[src/rtl/msk_bank_pkg.sv]
package msk_bank_pkg;

  typedef enum logic [1:0] {
    WK_NONE = 2'd0,
    WK_SET  = 2'd1,
    WK_CLR  = 2'd2,
    WK_LOAD = 2'd3
  } wr_kind_e;

  // Source identifier owned by field fld of register number reg_num.
  function automatic int unsigned src_id_calc(input int unsigned reg_num,
                                              input int unsigned fld,
                                              input int unsigned reg_w);
    return reg_num * reg_w + fld;
  endfunction

endpackage

[src/rtl/msk_bank_decode.sv]
module msk_bank_decode
  import msk_bank_pkg::*;
#(
  parameter int unsigned NUM_MASK = 2,
  parameter int unsigned NUM_PRIO = 2,
  parameter int unsigned ADDR_W   = 4,
  parameter int unsigned IDX_W    = 2
) (
  input  logic [ADDR_W-1:0] addr,
  output wr_kind_e          kind,
  output logic [IDX_W-1:0]  reg_idx,
  output logic              is_prio
);

  localparam int unsigned MASK_SPAN = 2 * NUM_MASK;
  localparam int unsigned MAP_END   = MASK_SPAN + NUM_PRIO;

  int unsigned a;

  always_comb begin
    a       = int'(addr);
    kind    = WK_NONE;
    reg_idx = '0;
    is_prio = 1'b0;
    if (a < MASK_SPAN) begin
      // two addresses per mask register: even = set, odd = clear
      reg_idx = IDX_W'(a >> 1);
      kind    = addr[0] ? WK_CLR : WK_SET;
    end else if (a < MAP_END) begin
      reg_idx = IDX_W'(a - MASK_SPAN + NUM_MASK);
      kind    = WK_LOAD;
      is_prio = 1'b1;
    end
  end

endmodule

[src/rtl/msk_bank_store.sv]
module msk_bank_store
  import msk_bank_pkg::*;
#(
  parameter int unsigned NREG  = 4,
  parameter int unsigned REG_W = 8,
  parameter int unsigned IDX_W = 2
) (
  input  logic                        clk,
  input  logic                        rst_n,
  input  logic                        wr_go,
  input  wr_kind_e                    kind,
  input  logic [IDX_W-1:0]            idx,
  input  logic [REG_W-1:0]            wdata,
  output logic [REG_W-1:0]            rdata,
  output logic [REG_W-1:0]            old_val,
  output logic [REG_W-1:0]            new_val,
  output logic [NREG-1:0][REG_W-1:0]  regs_flat
);

  logic [NREG-1:0][REG_W-1:0] regs_q;

  // next-state: merge of the write into the addressed register
  always_comb begin
    old_val = regs_q[idx];
    unique case (kind)
      WK_SET:  new_val = old_val | wdata;
      WK_CLR:  new_val = old_val & ~wdata;
      WK_LOAD: new_val = wdata;
      default: new_val = old_val;
    endcase
  end

  for (genvar r = 0; r < NREG; r++) begin : g_reg
    logic             hit;
    logic [REG_W-1:0] val_q;

    assign hit = wr_go && (idx == IDX_W'(r));

    always_ff @(posedge clk or negedge rst_n) begin
      if (!rst_n) begin
        val_q <= '0;
      end else if (hit) begin
        val_q <= new_val;
      end
    end

    assign regs_q[r] = val_q;
  end

  assign rdata     = (kind != WK_NONE) ? regs_q[idx] : '0;
  assign regs_flat = regs_q;

  AST_SET_MERGE: assert property (@(posedge clk) disable iff (!rst_n)
    (wr_go && kind == WK_SET) |=> ((regs_q[$past(idx)] & $past(wdata)) == $past(wdata)));

  AST_CLR_MERGE: assert property (@(posedge clk) disable iff (!rst_n)
    (wr_go && kind == WK_CLR) |=> ((regs_q[$past(idx)] & $past(wdata)) == '0));

  AST_PRIO_LOAD: assert property (@(posedge clk) disable iff (!rst_n)
    (wr_go && kind == WK_LOAD) |=> (regs_q[$past(idx)] == $past(wdata)));

endmodule

[src/rtl/msk_bank_scan.sv]
module msk_bank_scan
  import msk_bank_pkg::*;
#(
  parameter int unsigned REG_W   = 8,
  parameter int unsigned PRIO_FW = 4,
  parameter int unsigned ID_W    = 6,
  parameter int unsigned IDX_W   = 2
) (
  input  logic              clk,
  input  logic              rst_n,
  input  logic              start,
  input  logic              start_prio,
  input  logic [IDX_W-1:0]  start_idx,
  input  logic [REG_W-1:0]  old_in,
  input  logic [REG_W-1:0]  new_in,
  output logic              busy,
  output logic              evt_valid,
  output logic              evt_enable,
  output logic [ID_W-1:0]   evt_src_id
);

  localparam int unsigned PRIO_NF = REG_W / PRIO_FW;
  localparam int unsigned CNT_W   = (REG_W > 1) ? $clog2(REG_W) : 1;

  logic              busy_q, busy_d;
  logic              prio_q, prio_d;
  logic [IDX_W-1:0]  idx_q, idx_d;
  logic [REG_W-1:0]  old_q, old_d;
  logic [REG_W-1:0]  new_q, new_d;
  logic [CNT_W-1:0]  fld_q, fld_d;

  logic              last_fld;
  int unsigned       sh;
  logic [REG_W-1:0]  old_sh, new_sh;
  logic [PRIO_FW-1:0] f_old, f_new;

  assign last_fld = prio_q ? (fld_q == CNT_W'(PRIO_NF - 1)) : (fld_q == CNT_W'(REG_W - 1));

  // next-state
  always_comb begin
    busy_d = busy_q;
    prio_d = prio_q;
    idx_d  = idx_q;
    old_d  = old_q;
    new_d  = new_q;
    fld_d  = fld_q;
    if (start) begin
      busy_d = 1'b1;
      prio_d = start_prio;
      idx_d  = start_idx;
      old_d  = old_in;
      new_d  = new_in;
      fld_d  = '0;
    end else if (busy_q) begin
      if (last_fld) begin
        busy_d = 1'b0;
      end else begin
        fld_d = fld_q + 1'b1;
      end
    end
  end

  // registers
  always_ff @(posedge clk or negedge rst_n) begin
    if (!rst_n) begin
      busy_q <= 1'b0;
      prio_q <= 1'b0;
      idx_q  <= '0;
      old_q  <= '0;
      new_q  <= '0;
      fld_q  <= '0;
    end else begin
      busy_q <= busy_d;
      prio_q <= prio_d;
      idx_q  <= idx_d;
      old_q  <= old_d;
      new_q  <= new_d;
      fld_q  <= fld_d;
    end
  end

  // field extraction, field 0 at the top of the word
  always_comb begin
    sh     = prio_q ? int'(fld_q) * PRIO_FW : int'(fld_q);
    old_sh = old_q << sh;
    new_sh = new_q << sh;
    f_old  = prio_q ? old_sh[REG_W-1 -: PRIO_FW] : PRIO_FW'(old_sh[REG_W-1]);
    f_new  = prio_q ? new_sh[REG_W-1 -: PRIO_FW] : PRIO_FW'(new_sh[REG_W-1]);
  end

  assign evt_src_id = ID_W'(src_id_calc(int'(idx_q), int'(fld_q), REG_W));
  assign evt_valid  = busy_q && (f_old != f_new) && (evt_src_id != '0);
  assign evt_enable = |f_new;
  assign busy       = busy_q;

endmodule

[src/rtl/intmask_bank.sv]
module intmask_bank
  import msk_bank_pkg::*;
#(
  parameter int unsigned NUM_MASK = 2,
  parameter int unsigned NUM_PRIO = 2,
  parameter int unsigned REG_W    = 8,
  parameter int unsigned PRIO_FW  = 4,
  parameter int unsigned ADDR_W   = 4,
  parameter int unsigned ID_W     = 6
) (
  input  logic              clk,
  input  logic              rst_n,
  input  logic              wr_en,
  input  logic [ADDR_W-1:0] addr,
  input  logic [REG_W-1:0]  wdata,
  output logic [REG_W-1:0]  rdata,
  output logic              busy,
  output logic              evt_valid,
  output logic              evt_enable,
  output logic [ID_W-1:0]   evt_src_id
);

  localparam int unsigned NREG  = NUM_MASK + NUM_PRIO;
  localparam int unsigned IDX_W = (NREG > 1) ? $clog2(NREG) : 1;

  // reset: asserted asynchronously, released on the clock
  logic [1:0] rst_sync_q;
  logic       rst_n_s;

  always_ff @(posedge clk or negedge rst_n) begin
    if (!rst_n) begin
      rst_sync_q <= 2'b00;
    end else begin
      rst_sync_q <= {rst_sync_q[0], 1'b1};
    end
  end
  assign rst_n_s = rst_sync_q[1];

  wr_kind_e                   kind;
  logic [IDX_W-1:0]           reg_idx;
  logic                       is_prio;
  logic                       wr_go;
  logic [REG_W-1:0]           old_val, new_val;
  logic [NREG-1:0][REG_W-1:0] regs_flat;

  msk_bank_decode #(
    .NUM_MASK (NUM_MASK),
    .NUM_PRIO (NUM_PRIO),
    .ADDR_W   (ADDR_W),
    .IDX_W    (IDX_W)
  ) u_decode (
    .addr    (addr),
    .kind    (kind),
    .reg_idx (reg_idx),
    .is_prio (is_prio)
  );

  assign wr_go = wr_en && !busy && (kind != WK_NONE);

  msk_bank_store #(
    .NREG  (NREG),
    .REG_W (REG_W),
    .IDX_W (IDX_W)
  ) u_store (
    .clk       (clk),
    .rst_n     (rst_n_s),
    .wr_go     (wr_go),
    .kind      (kind),
    .idx       (reg_idx),
    .wdata     (wdata),
    .rdata     (rdata),
    .old_val   (old_val),
    .new_val   (new_val),
    .regs_flat (regs_flat)
  );

  msk_bank_scan #(
    .REG_W   (REG_W),
    .PRIO_FW (PRIO_FW),
    .ID_W    (ID_W),
    .IDX_W   (IDX_W)
  ) u_scan (
    .clk        (clk),
    .rst_n      (rst_n_s),
    .start      (wr_go),
    .start_prio (is_prio),
    .start_idx  (reg_idx),
    .old_in     (old_val),
    .new_in     (new_val),
    .busy       (busy),
    .evt_valid  (evt_valid),
    .evt_enable (evt_enable),
    .evt_src_id (evt_src_id)
  );

  AST_BUSY_AFTER_WRITE: assert property (@(posedge clk) disable iff (!rst_n_s)
    wr_go |=> busy);

  AST_BUSY_BLOCKS_WRITE: assert property (@(posedge clk) disable iff (!rst_n_s)
    (wr_en && busy) |=> $stable(regs_flat));

  AST_UNMAPPED_IGNORED: assert property (@(posedge clk) disable iff (!rst_n_s)
    (wr_en && !busy && kind == WK_NONE) |=> (!busy && $stable(regs_flat)));

  AST_STROBE_IN_SCAN: assert property (@(posedge clk) disable iff (!rst_n_s)
    evt_valid |-> busy);

endmodule

[config.mk]
export PLATFORM = sky130hd
export DESIGN_NAME = intmask_bank
export DESIGN_NICKNAME = d
export VERILOG_FILES = /design/src/rtl/msk_bank_pkg.sv /design/src/rtl/msk_bank_decode.sv /design/src/rtl/msk_bank_store.sv /design/src/rtl/msk_bank_scan.sv /design/src/rtl/intmask_bank.sv
export SDC_FILE = /design/constraint.sdc
export NUM_CORES = 1
export LEC_CHECK = 0
export BUFFER_PORTS_ARGS = -buffer_cell sky130_fd_sc_hd__buf_2
export CAP_MARGIN = 10
export CORE_UTILIZATION = 40
export CTS_CLUSTER_DIAMETER = 120
export CTS_CLUSTER_SIZE = 25
export DETAILED_ROUTE_END_ITERATION = 10
export PLACE_DENSITY = 0.68
export SYNTH_ARGS = -nofsm -noshare
export SYNTH_HDL_FRONTEND = slang
export SYNTH_SLANG_ARGS = --single-unit
[constraint.sdc]
create_clock -name clk -period 2.5 [get_ports clk]
set_input_delay 0.375 -clock clk [delete_from_list [all_inputs] [get_ports clk]]
set_output_delay 0.375 -clock clk [all_outputs]
set_load 0.01 [all_outputs]
# After elaboration in Yosys (flattened, before gate mapping)
# Index checks and enable logic that the tools add are counted.
# Widths: inputs -> output; s select.
dict set report op_classes {
  n_addsub 4
  order_cmp 3
  eq_ne 10
  shifts 2
  n_mux 21
  bitwise_logic 3
  reduce_logical 15
}
# operator n
set op_table {}
lappend op_table {{$shl 8x32->8} 2}
lappend op_table {{$pmux 8 s3} 1}
lappend op_table {{$bmux 8 s2} 1}
lappend op_table {{$mux 8} 2}
lappend op_table {{$mux 2} 5}
lappend op_table {{$mux 3} 3}
lappend op_table {{$and 8x8->8} 1}
lappend op_table {{$eq 2x2->1 const B} 4}
lappend op_table {{$logic_and 1x1->1} 8}
lappend op_table {{$lt 4x3->1 const B} 2}
lappend op_table {{$mux 4} 2}
lappend op_table {{$not 8->8} 1}
lappend op_table {{$or 8x8->8} 1}
lappend op_table {{$add 5x3->6} 1}
lappend op_table {{$mux 1} 6}
lappend op_table {{$reduce_bool 6->1} 1}
lappend op_table {{$mux 5} 1}
lappend op_table {{$eq 2x1->1 const B} 2}
lappend op_table {{$ne 4x4->1} 1}
lappend op_table {{$reduce_bool 2->1} 2}
lappend op_table {{$reduce_or 4->1} 1}
lappend op_table {{$add 3x1->3 const B} 1}
lappend op_table {{$eq 3x1->1 const B} 1}
lappend op_table {{$eq 3x3->1 const B} 1}
lappend op_table {{other kinds (7)} 7}
dict set report word_totals {
  ff_bits 57
  input_bits 15
  out_inout_bits 17
  elab_cells 69
}

# Logic depth before layout (Yosys ltp)
# Gate-level depths: netlist of run 1.
dict set report depth {
  depth_word 8
  depth_mapped 10
  depth_no_buf 9
}

# Cells and area by module
# From an unflattened synthesis of run 1, not the netlist that was laid out.
dict set report unflattened {
  cells_unflattened 317
  hier_area_um2 3357.0
}
# module instances cells_per_inst area_each_um2 seq_area_each_um2
set modules_own_cells {}
lappend modules_own_cells {msk_bank_store 1 151 1647.8 800.8}
lappend modules_own_cells {msk_bank_scan 1 151 1582.8 575.6}
lappend modules_own_cells {intmask_bank 1 5 70.1 50.0}
lappend modules_own_cells {msk_bank_decode 1 10 56.3 0.0}

# Worst setup path before layout of run 1
# Ideal clock, no wire load.
dict set report synth_timing {
  path_kind {flip-flop to output port}
  startpoint {register u_scan.prio_q}
  endpoint {output evt_valid}
  t_arrival_ns 1.989
  t_required_ns 2.125
  path_slack_ns 0.136
  path_stages_with_launch 11
  path_buffers 1
  path_cell_list {dfrtp_1 buf_4 inv_1 ha_1 and2_1 o21a_4 o311ai_2 o21ai_2 xor2_1 o31ai_1 a21oi_1}
}
dict set report synth_via {
  elab_chain_len 6
  elab_cells_between_ends 8
  cone_classes {1 x eq/ne; 2 x shift; 3 x mux; 2 x reduce/logical}
}
# element line
set synth_rtl {}
lappend synth_rtl {{start, declared} msk_bank_scan.sv:26} ;# logic prio_q, prio_d;
lappend synth_rtl {{start signal, assigned} msk_bank_scan.sv:74} ;# prio_q <= prio_d;
lappend synth_rtl {{$mux 5} msk_bank_scan.sv:84} ;# sh = prio_q ? int'(fld_q) * PRIO_FW : int'(fld_q);
lappend synth_rtl {{$shl 8x32->8 (on tied branches)} {msk_bank_scan.sv:85, msk_bank_scan.sv:86}}
lappend synth_rtl {{$mux 4 (on tied branches)} {msk_bank_scan.sv:87, msk_bank_scan.sv:88}}
lappend synth_rtl {{$ne 4x4->1 *} msk_bank_scan.sv:92} ;# assign evt_valid = busy_q && (f_old != f_new) && (evt_src_id != '0);
lappend synth_rtl {{$logic_and 1x1->1 * (2 in a row)} msk_bank_scan.sv:92}
lappend synth_rtl {{end, declared} intmask_bank.sv:18} ;# output logic evt_valid,
# Every way passes the cells marked *; elsewhere a longest branch is shown, timed or not.

# Final worst setup path of run 1
# Same ends and word-level chain as after synthesis.

==> results of run 1 <==
==> stage by stage <==
step / cells / utilization / area [µm²]
4_1_cts: 529 / 0.4789 / 4177
3_3_place_gp: 510 / 0.4512 / 3935
2_1_floorplan: 372 / - / 3588
3_5_place_dp: 510 / 0.4512 / 3935
5_1_grt: 532 / 0.4897 / 4270
6_report: 532 / 0.4897 / 4270
==> layout make-up <==
class | instances | area share
inverter | 11 | 0.009669
sequential | 57 | 0.3352
clock inverter | 3 | 0.003516
tap | 108 | 0.03164
clock buffer | 13 | 0.03721
timing repair buffer | 60 | 0.09698
multi-input combinational | 280 | 0.4858
==> flip-flops by register name, indices dropped and copies added, names as in the netlist <==
register         cells
u_scan.busy          1
u_scan.prio_q        1
rst_sync_q           2
u_scan.idx_q         2
u_scan.old_q         8
u_scan.new_q         8
u_store.g.val_q     32
u_scan.fld_q         3
==> kinds of logic after synthesis <==
family	after synthesis
other cells	2
simple gates	125
flops	57
xor+xnor	5
buf+inv	35
fa+ha+maj	5
mux	44
compound gates	99
==> per-layer routing <==
metal	up-vias	routed length [µm]	GRT usage
li1	1431	-	-
met1	1452	3877	0.2520
met2	55	4430	0.3250
met3	20	292	0.04552
met4	0	187	0.08496
met5	-	0	0
==> how the worst min path moves through the flow <==
stage,from,depth (start not counted),to,slack [ns]
6_report,rst_sync_q[1],0,u_store.g_reg[3].val_q[5],0.30
5_1_grt,rst_n,2,rst_sync_q[1],0.33
4_1_cts,rst_sync_q[1],0,u_store.g_reg[1].val_q[7],0.31
3_5_place_dp,rst_n,1,rst_sync_q[0],0.16
3_3_place_gp,rst_n,1,rst_sync_q[0],0.16
2_1_floorplan,rst_n,0,rst_sync_q[0],0.08
==> worst reg2reg max path, cell delays in order, from the launching register on <==
cell,delay [ns]
dfrtp_1,0.37
nor2b_1,0.13
a211oi_1,0.27
o211ai_1,0.12
o221ai_1,0.18
a21boi_1,0.24
a211oi_2,0.10
mux2_2,0.34
==> power by group through the flow <==
stage / clock network, mW / logic, mW / registers, mW
3_3_place_gp: 0 / 2.44 / 1.65
4_1_cts: 0.777 / 2.53 / 1.68
6_report: 0.758 / 2.71 / 1.69
2_1_floorplan: 0 / 1.73 / 1.61
5_1_grt: 0.815 / 2.99 / 1.75
3_5_place_dp: 0 / 2.43 / 1.68
==> cell usage in the layout, fill, tap and decap left out, types with 6 or more instances in the layout <==
master    count
a211oi_1      9
a211oi_2      7
a21boi_1      9
a21oi_1      13
buf_2        30
buf_4        24
clkbuf_8     11
dfrtp_1      53
inv_1         8
mux2_2       34
mux2i_1       6
nand2_1      29
nor2_1       45
nor2b_1      33
o211ai_1      7
o21ai_0      11
o21ai_1       8
o221ai_1      9
==> timing repair <==
action	4_1_cts	5_1_grt
resized for setup	8	22
hold endpoints to repair	2	0
setup buffers	2	3
pin swaps	7	13
hold buffers	1	0
setup endpoints to repair	2	2
==> flow_metrics.tcl, run 1 <==
set metrics [dict create \
    power_switching_share 0.3990 \
    place_ws_ns 0.04292 \
    io_buffer_count 30 \
    criticalPathCategory "reg -> out" \
    drc_errors 0 \
    clock_sink_count 57 \
    synthFlopType "dfrtp_1" \
    first_pass_iters 4 \
    maxSlewViolCount 0 \
    period_minus_slack_ns 2.708 \
    finalHoldViolations 0 \
    worst_slack_ns -0.2081 \
    r2r_setup_slack_ns 0.64 \
    hold_path.class "reg -> async" \
    vdd_ir_drop_max_v 0.0005791 \
    synth_top_area_cell "dfrtp_1" \
    chipWidth_um 96.72 \
    synth_area_um2 3588 \
    first_iter_violations 152 \
    p_per_area_nw_per_um2 1209 \
    htreeDepth 3 \
    total_leakage_power_nw 1.876 \
    rr_endpoint "u_store.g_reg[3].val_q[6]" \
    antenna_found_initial 0 \
    crit_chain "inv_2, ha_2, and2_4, o21a_4, o311ai_4, o21ai_2, xor2_1, o31ai_1, a21oi_1, buf_2" \
    routedWlPerCell_um 16.52 \
    cts_buffers 9 \
    rr_startpoint "u_store.g_reg[2].val_q[6]" \
    cp_data_arrival_time_ns 2.33 \
    slew-limit-headroom 0.4058 \
    worst_clock_skew_ns 0.004804 \
    crit_path_top_delay_cell "dfrtp_2" \
    hpwl_mm 6.390 \
    grt_max_degree 33 \
    critPathCaptureType "primary output" \
    setup_violations 2 \
    clk_path_buf_depth 2 \
    crit_start "u_scan.prio_q" \
    core_um2 8721 \
    max_freq_ghz 0.3693 \
    async_reset_ff_frac 1.000 \
    worst_pin_slew_ns 0.8895 \
    cts_tree "done" \
    gr-total-overflow 0 \
    avgSynthCellArea_um2 9.646 \
    endpoint "evt_valid" \
    critPathTopFamily "compound AO/OA/AOI/OAI gates" \
    whs_ns 0.2964 \
    totalPowerFinal_mw 5.164 \
    synthXorXnorAreaFrac 0.01220 \
    cts_root_buffer "clkbuf_8" \
    row_count 34 \
    grt_usage 0.1987 \
    required_ns 2.12 \
    regArea_um2 1431 \
    power.share.clock 0.147 \
    rsz0062_at_grt "yes" \
    yosys.area_share.adder 0.01743 \
    worstRegToRegCells 7 \
    synthDistinctLibCells 53 \
    synth.area.mux_share 0.1360 \
    final_antenna_net_count 0 \
    path_clk_slew_ns 0.06 \
    synth_compound_area_frac 0.2057 \
    comb_power_share 0.525 \
    ys_warn_count 0 \
    synth_top_family_by_area "compound AO/OA/AOI/OAI gates" \
    area_growth_pct 19.00 \
    fill_cells 808 \
    synth_top_area_share 0.3975 \
    final_nets 439 \
    wirelength_mm 8.787 \
    ys_top_cells_by_area "dfrtp_1, mux2_2, nor2b_1, nor2_1, nand2_1" \
    start_util 0.4115 \
    antenna_cells 0 \
    grt_pass1_vias 2890 \
    violations "negative setup slack" \
    clock_latency_ns 0.34 \
    die_y_um 96.72 \
    path_max_fanout 6 \
    worst-path-buf-inv 2 \
    slowest_delay_ns 0.45 \
    timing.setup.tns_ns -0.2935 \
    drive_above_1_share 0.3491 \
    status "finished, violations left" \
    die_area_um2 9354 \
    start_kind "flop" \
    synthTopCellsByCount "dfrtp_1, nor2_1, mux2_2, nor2b_1, nand2_1" \
    routabilityCongestion 0.8568 \
    ioPinCount 32 \
    vias 2958 \
    via_per_inst 5.560 \
    drv_cap 0 \
    synth-seq-area-share 0.3975 \
    period_share 1.083 \
    yosysMostFrequentCell "dfrtp_1" \
    path_depth 10 \
    internal_power_mw 3.104 \
    multi_input_area_um2 2074 \
    synth-seq-cells 57 \
    grt_pass1_wl_mm 14.82 \
    p_seq_frac 0.328 \
    switching_power_mw 2.060 \
    synthCells 372 \
    synth_edf_count 0 \
    synthSimpleGateAreaFrac 0.1771 \
    synth_nets 392 \
]
(Power assumes the default switching activity.)
==> run 2, diff against run 1 <==
--- a/config.mk
+++ b/config.mk
@@ -7,11 +7,14 @@
 export LEC_CHECK = 0
 export BUFFER_PORTS_ARGS = -buffer_cell sky130_fd_sc_hd__buf_2
 export CAP_MARGIN = 10
+export CELL_PAD_IN_SITES_DETAIL_PLACEMENT = 1
+export CELL_PAD_IN_SITES_GLOBAL_PLACEMENT = 1
 export CORE_UTILIZATION = 40
 export CTS_CLUSTER_DIAMETER = 120
 export CTS_CLUSTER_SIZE = 25
 export DETAILED_ROUTE_END_ITERATION = 10
-export PLACE_DENSITY = 0.68
+export PLACE_DENSITY = 0.81
+export REMOVE_ABC_BUFFERS = 1
 export SYNTH_ARGS = -nofsm -noshare
 export SYNTH_HDL_FRONTEND = slang
 export SYNTH_SLANG_ARGS = --single-unit
==> flow_metrics.tcl, run 2 (synthesis results as in run 1) <==
set metrics [dict create \
    rsz0062_at_grt "yes" \
    drc_errors 0 \
    placed_cell_area_um2 3938 \
    first_iter_violations 92 \
    period_share 1.087 \
    worst_slack_ns -0.2183 \
    final_area_um2 4369 \
    criticalPathCategory "reg -> out" \
    drv_cap 0 \
    antenna_found_initial 0 \
    routabilityCongestion 0.8630 \
    final_cell_mix "dfrtp_1, nor2_1, mux2_2" \
    chipWidth_um 96.72 \
    grt_pass1_wl_mm 17.29 \
    path_clk_slew_ns 0.07 \
    p_per_area_nw_per_um2 1232 \
    drive_above_1_share 0.3712 \
    finalHoldViolations 0 \
    first_pass_iters 4 \
    worstRegToRegCells 5 \
    clock_sink_count 57 \
    status "finished, violations left" \
    vias 3074 \
    cts_tree "done" \
    clk_path_buf_depth 2 \
    totalPowerFinal_mw 5.384 \
    path_max_fanout 5 \
    cp_data_arrival_time_ns 2.34 \
    row_count 34 \
    max_freq_ghz 0.3679 \
    ioPinCount 32 \
    grt_pass1_vias 3396 \
    total_leakage_power_nw 1.909 \
    worst_pin_slew_ns 1.008 \
    required_ns 2.12 \
    start_kind "flop" \
    hold_path.class "reg -> async" \
    final_nets 446 \
    rr_startpoint "u_scan.busy" \
    die_area_um2 9354 \
    gr-total-overflow 0 \
    antenna_cells 0 \
    grt_usage 0.2358 \
    final_antenna_net_count 0 \
    die_y_um 96.72 \
    layout_commonest_cell "dfrtp_1" \
    slew-limit-headroom 0.3264 \
    place_ws_ns 0.02573 \
    violations "negative setup slack" \
    io_buffer_count 30 \
    htreeDepth 3 \
    top_register "u_store.g.val_q" \
    routedWlPerCell_um 19.64 \
    start_util 0.4115 \
    critPathCaptureType "primary output" \
    vdd_ir_drop_max_v 0.0005157 \
    cts_buffers 9 \
    worst_clock_skew_ns 0.009516 \
    clock_latency_ns 0.35 \
    crit_start "u_scan.prio_q" \
    area_growth_pct 21.76 \
    hpwl_mm 7.631 \
    fin_util 0.5010 \
    top_regs "u_store.g.val_q: 32 flops, u_scan.new_q: 8 flops, u_scan.old_q: 8 flops" \
    largest_reg_flops 32 \
    grt_max_degree 35 \
    via_per_inst 5.703 \
    period_minus_slack_ns 2.718 \
    core_um2 8721 \
    setup_violations 2 \
    wirelength_mm 10.59 \
    cts_root_buffer "clkbuf_8" \
    maxSlewViolCount 0 \
]
run 2: metrics by stage:
stage	hold WS (ns)	setup TNS [ns]	std cells
floorplan	0.07941	-0.1305	348
global placement	0.1598	0	512
detailed placement	0.1618	0	512
CTS	0.2564	-0.3109	536
global route	0.2961	-0.4484	539
finish	0.2454	-0.2912	539
run 2: final cells by class:
cell class / count / area [µm²]
clock buffers: 12 / 155.1
fillers: 973 / 4352
inverters: 11 / 41.29
well taps: 108 / 135.1
flip-flops and latches: 57 / 1430
repair buffers: 66 / 461.7
multi-input cells: 281 / 2118
clock inverters: 4 / 27.53
run 2: power breakdown:
group	internal, mW	total, mW	switching (mW)
combinational	1.41	2.88	1.47
sequential	1.34	1.71	0.369
clock	0.412	0.795	0.383
run 2: worst paths after layout:
kind | endpoint | slack (ns)
worst max-delay path | evt_valid | -0.22
worst min-delay path | u_store.g_reg[0].val_q[0] | 0.25
worst max register to register | u_store.g_reg[3].val_q[6] | 0.53
worst min register to register | u_store.g_reg[0].val_q[0] | 0.25
max in group asynchronous | u_scan.fld_q[0] | 1.68
min in group clk | rst_sync_q[1] | 0.36
run 2: repair_timing:
| item | CTS | global route |
|---|---|---|
| pin swaps | 8 | 10 |
| endpoints found under the setup margin | 2 | 2 |
| endpoints found under the hold margin | 2 | 0 |
| buffers inserted | 6 | 2 |
| gates resized for setup | 26 | 14 |
| hold buffers | 1 | 0 |
| cloned | 1 | 1 |
run 2: metal layers:
metal	track usage	wire length, µm	up-vias
met4	0.1378	240	0
met2	0.4068	5488	60
li1	-	-	1446
met3	0.02818	291	19
met1	0.2824	4567	1549
met5	0	0	-
run 2: critical path: stages (launching register included):
cell and delay (ns):
dfrtp_2 0.46, buf_6 0.16, nor2b_4 0.11, buf_6 0.15, mux2i_4 0.25, o22ai_2 0.11, o21ai_2 0.18, xor2_1 0.09
o31ai_1 0.24, a21oi_1 0.10, buf_2 0.14
==> run 3, diff against run 2 <==
--- a/config.mk
+++ b/config.mk
@@ -7,7 +7,7 @@
 export LEC_CHECK = 0
 export BUFFER_PORTS_ARGS = -buffer_cell sky130_fd_sc_hd__buf_2
 export CAP_MARGIN = 10
-export CELL_PAD_IN_SITES_DETAIL_PLACEMENT = 1
+export CELL_PAD_IN_SITES_DETAIL_PLACEMENT = 0
 export CELL_PAD_IN_SITES_GLOBAL_PLACEMENT = 1
 export CORE_UTILIZATION = 40
 export CTS_CLUSTER_DIAMETER = 120
==> flow_metrics.tcl, run 3 (synthesis results as in run 1) <==
set metrics [dict create \
    worst_pin_slew_ns 0.9967 \
    grt_pass1_vias 2902 \
    switching_power_mw 2.062 \
    wirelength_mm 9.100 \
    top_register "u_store.g.val_q" \
    ioPinCount 32 \
    path_clk_slew_ns 0.07 \
    routedWlPerCell_um 17.11 \
    grt_usage 0.2010 \
    placed_cell_area_um2 3938 \
    drc_errors 0 \
    period_share 1.094 \
    htreeDepth 3 \
    grt_pass1_wl_mm 14.84 \
    cp_data_arrival_time_ns 2.36 \
    r2r_setup_slack_ns 0.58 \
    instances_no_fill 532 \
    layout_commonest_cell "dfrtp_1" \
    via_per_inst 5.558 \
    start_util 0.4115 \
    largest_reg_flops 32 \
    p_seq_frac 0.319 \
    grt_max_degree 35 \
    first_iter_violations 97 \
    place_inst 512 \
    rr_startpoint "u_scan.busy" \
    hpwl_mm 6.652 \
    drive_above_1_share 0.3420 \
    maxSlewViolCount 0 \
    antenna_found_initial 0 \
    io_buffer_count 30 \
    routabilityCongestion 0.8630 \
    top_regs "u_store.g.val_q: 32 flops, u_scan.new_q: 8 flops, u_scan.old_q: 8 flops" \
    finalHoldViolations 0 \
    criticalPathCategory "reg -> out" \
    final_antenna_net_count 0 \
    power.share.clock 0.181 \
    die_area_um2 9354 \
    fin_util 0.4933 \
    worst_slack_ns -0.2355 \
    clock_sink_count 57 \
    cts_root_buffer "clkbuf_8" \
    p_per_area_nw_per_um2 1230 \
    slew-limit-headroom 0.3342 \
    total_leakage_power_nw 1.881 \
    comb_power_share 0.500 \
    die_y_um 96.72 \
    start_kind "flop" \
    core_um2 8721 \
    internal_power_mw 3.226 \
    setup_violations 2 \
    final_cell_mix "dfrtp_1, nor2_1, mux2_2" \
    clock_latency_ns 0.34 \
    antenna_cells 0 \
    gr-total-overflow 0 \
    cts_tree "done" \
    chipWidth_um 96.72 \
    status "finished, violations left" \
    max_freq_ghz 0.3656 \
    drv_cap 0 \
    critPathCaptureType "primary output" \
    vias 2957 \
    final_nets 439 \
    first_pass_iters 4 \
    violations "negative setup slack" \
    rsz0062_at_grt "yes" \
    hold_path.class "reg -> async" \
    place_ws_ns 0.05198 \
    path_max_fanout 5 \
    row_count 34 \
    vdd_ir_drop_max_v 0.0005464 \
    power_switching_share 0.3900 \
    final_area_um2 4302 \
    worstRegToRegCells 5 \
    rr_endpoint "u_store.g_reg[3].val_q[7]" \
    required_ns 2.12 \
    clk_path_buf_depth 2 \
    cts_buffers 9 \
    worst_clock_skew_ns 0.01345 \
    area_growth_pct 19.87 \
    period_minus_slack_ns 2.735 \
]
-- run 3: cell count changes in the layout (fill, tap and decap cells not counted), sizes merged --
cell,before,now
clkinvlp,3,2
buf,65,58
bufinv,0,2
clkdlybuf4s15,0,1
clkbuf,12,11
nand2b,3,2
-- run 3: worst max-delay path, cell delays in order, from the launching register on --
cell and delay (ns):
dfrtp_2 0.43, inv_1 0.06, ha_2 0.17, and2_4 0.15, o21a_4 0.22, o311ai_4 0.22, o21ai_2 0.11, xor2_1 0.17
o31ai_1 0.24, a21oi_1 0.10, buf_2 0.14
-- run 3: routing by layer --
layer / global-route usage / vias to the layer above / part of all wire
li1: - / 1424 / -
met2: 0.3402 / 54 / 0.49
met1: 0.2570 / 1461 / 0.46
met3: 0.02746 / 18 / 0.026
met5: 0 / - / 0
met4: 0.08611 / 0 / 0.024
-- run 3: worst max path at each step --
stage / from / endpoint / slack, ns / cells past startpoint
6_report: u_scan.prio_q / evt_valid / -0.24 / 10
5_1_grt: u_scan.prio_q / evt_valid / -0.37 / 10
4_1_cts: u_scan.prio_q / evt_valid / -0.22 / 9
3_5_place_dp: u_scan.prio_q / evt_valid / 0.05 / 10
3_3_place_gp: addr[1] / u_store.g_reg[0].val_q[0] / 0.08 / 5
2_1_floorplan: u_scan.fld_q[2] / evt_valid / -0.13 / 8
-- run 3: repair_timing --
item                                    CTS  global route
pin swaps                                 7             6
cloned                                    1             0
hold buffers                              1             0
hold endpoints to repair                  2             0
gates resized for setup                  16             9
buffers inserted                          0             2
endpoints found under the setup margin    2             2
-- run 3: cell type report --
| class | instances | area, µm² |
|---|---|---|
| sequential | 57 | 1430 |
| clock buffer | 11 | 141.4 |
| fill | 819 | 4419 |
| multi-input combinational | 280 | 2068 |
| clock inverter | 5 | 80.08 |
| tap | 108 | 135.1 |
| inverter | 11 | 41.29 |
| timing repair buffer | 60 | 405.4 |
-- run 3: stage by stage --
step / setup TNS [ns] / power (mW) / hold WS, ns
finish: -0.4335 / 5.289 / 0.2457
global route: -0.6751 / 5.657 / 0.3051
CTS: -0.3410 / 5.187 / 0.2573
detailed placement: 0 / 4.045 / 0.1612
global placement: 0 / 3.998 / 0.1598
floorplan: -0.1305 / 3.240 / 0.07941
-- run 3: power groups by stage --
stage          sequential (mW)  combinational (mW)  clock (mW)
3_3_place_gp              1.65                2.34           0
2_1_floorplan             1.66                1.58           0
6_report                  1.68                2.64       0.959
5_1_grt                   1.74                2.91        1.01
3_5_place_dp              1.68                2.37           0
4_1_cts                   1.67                2.53       0.979
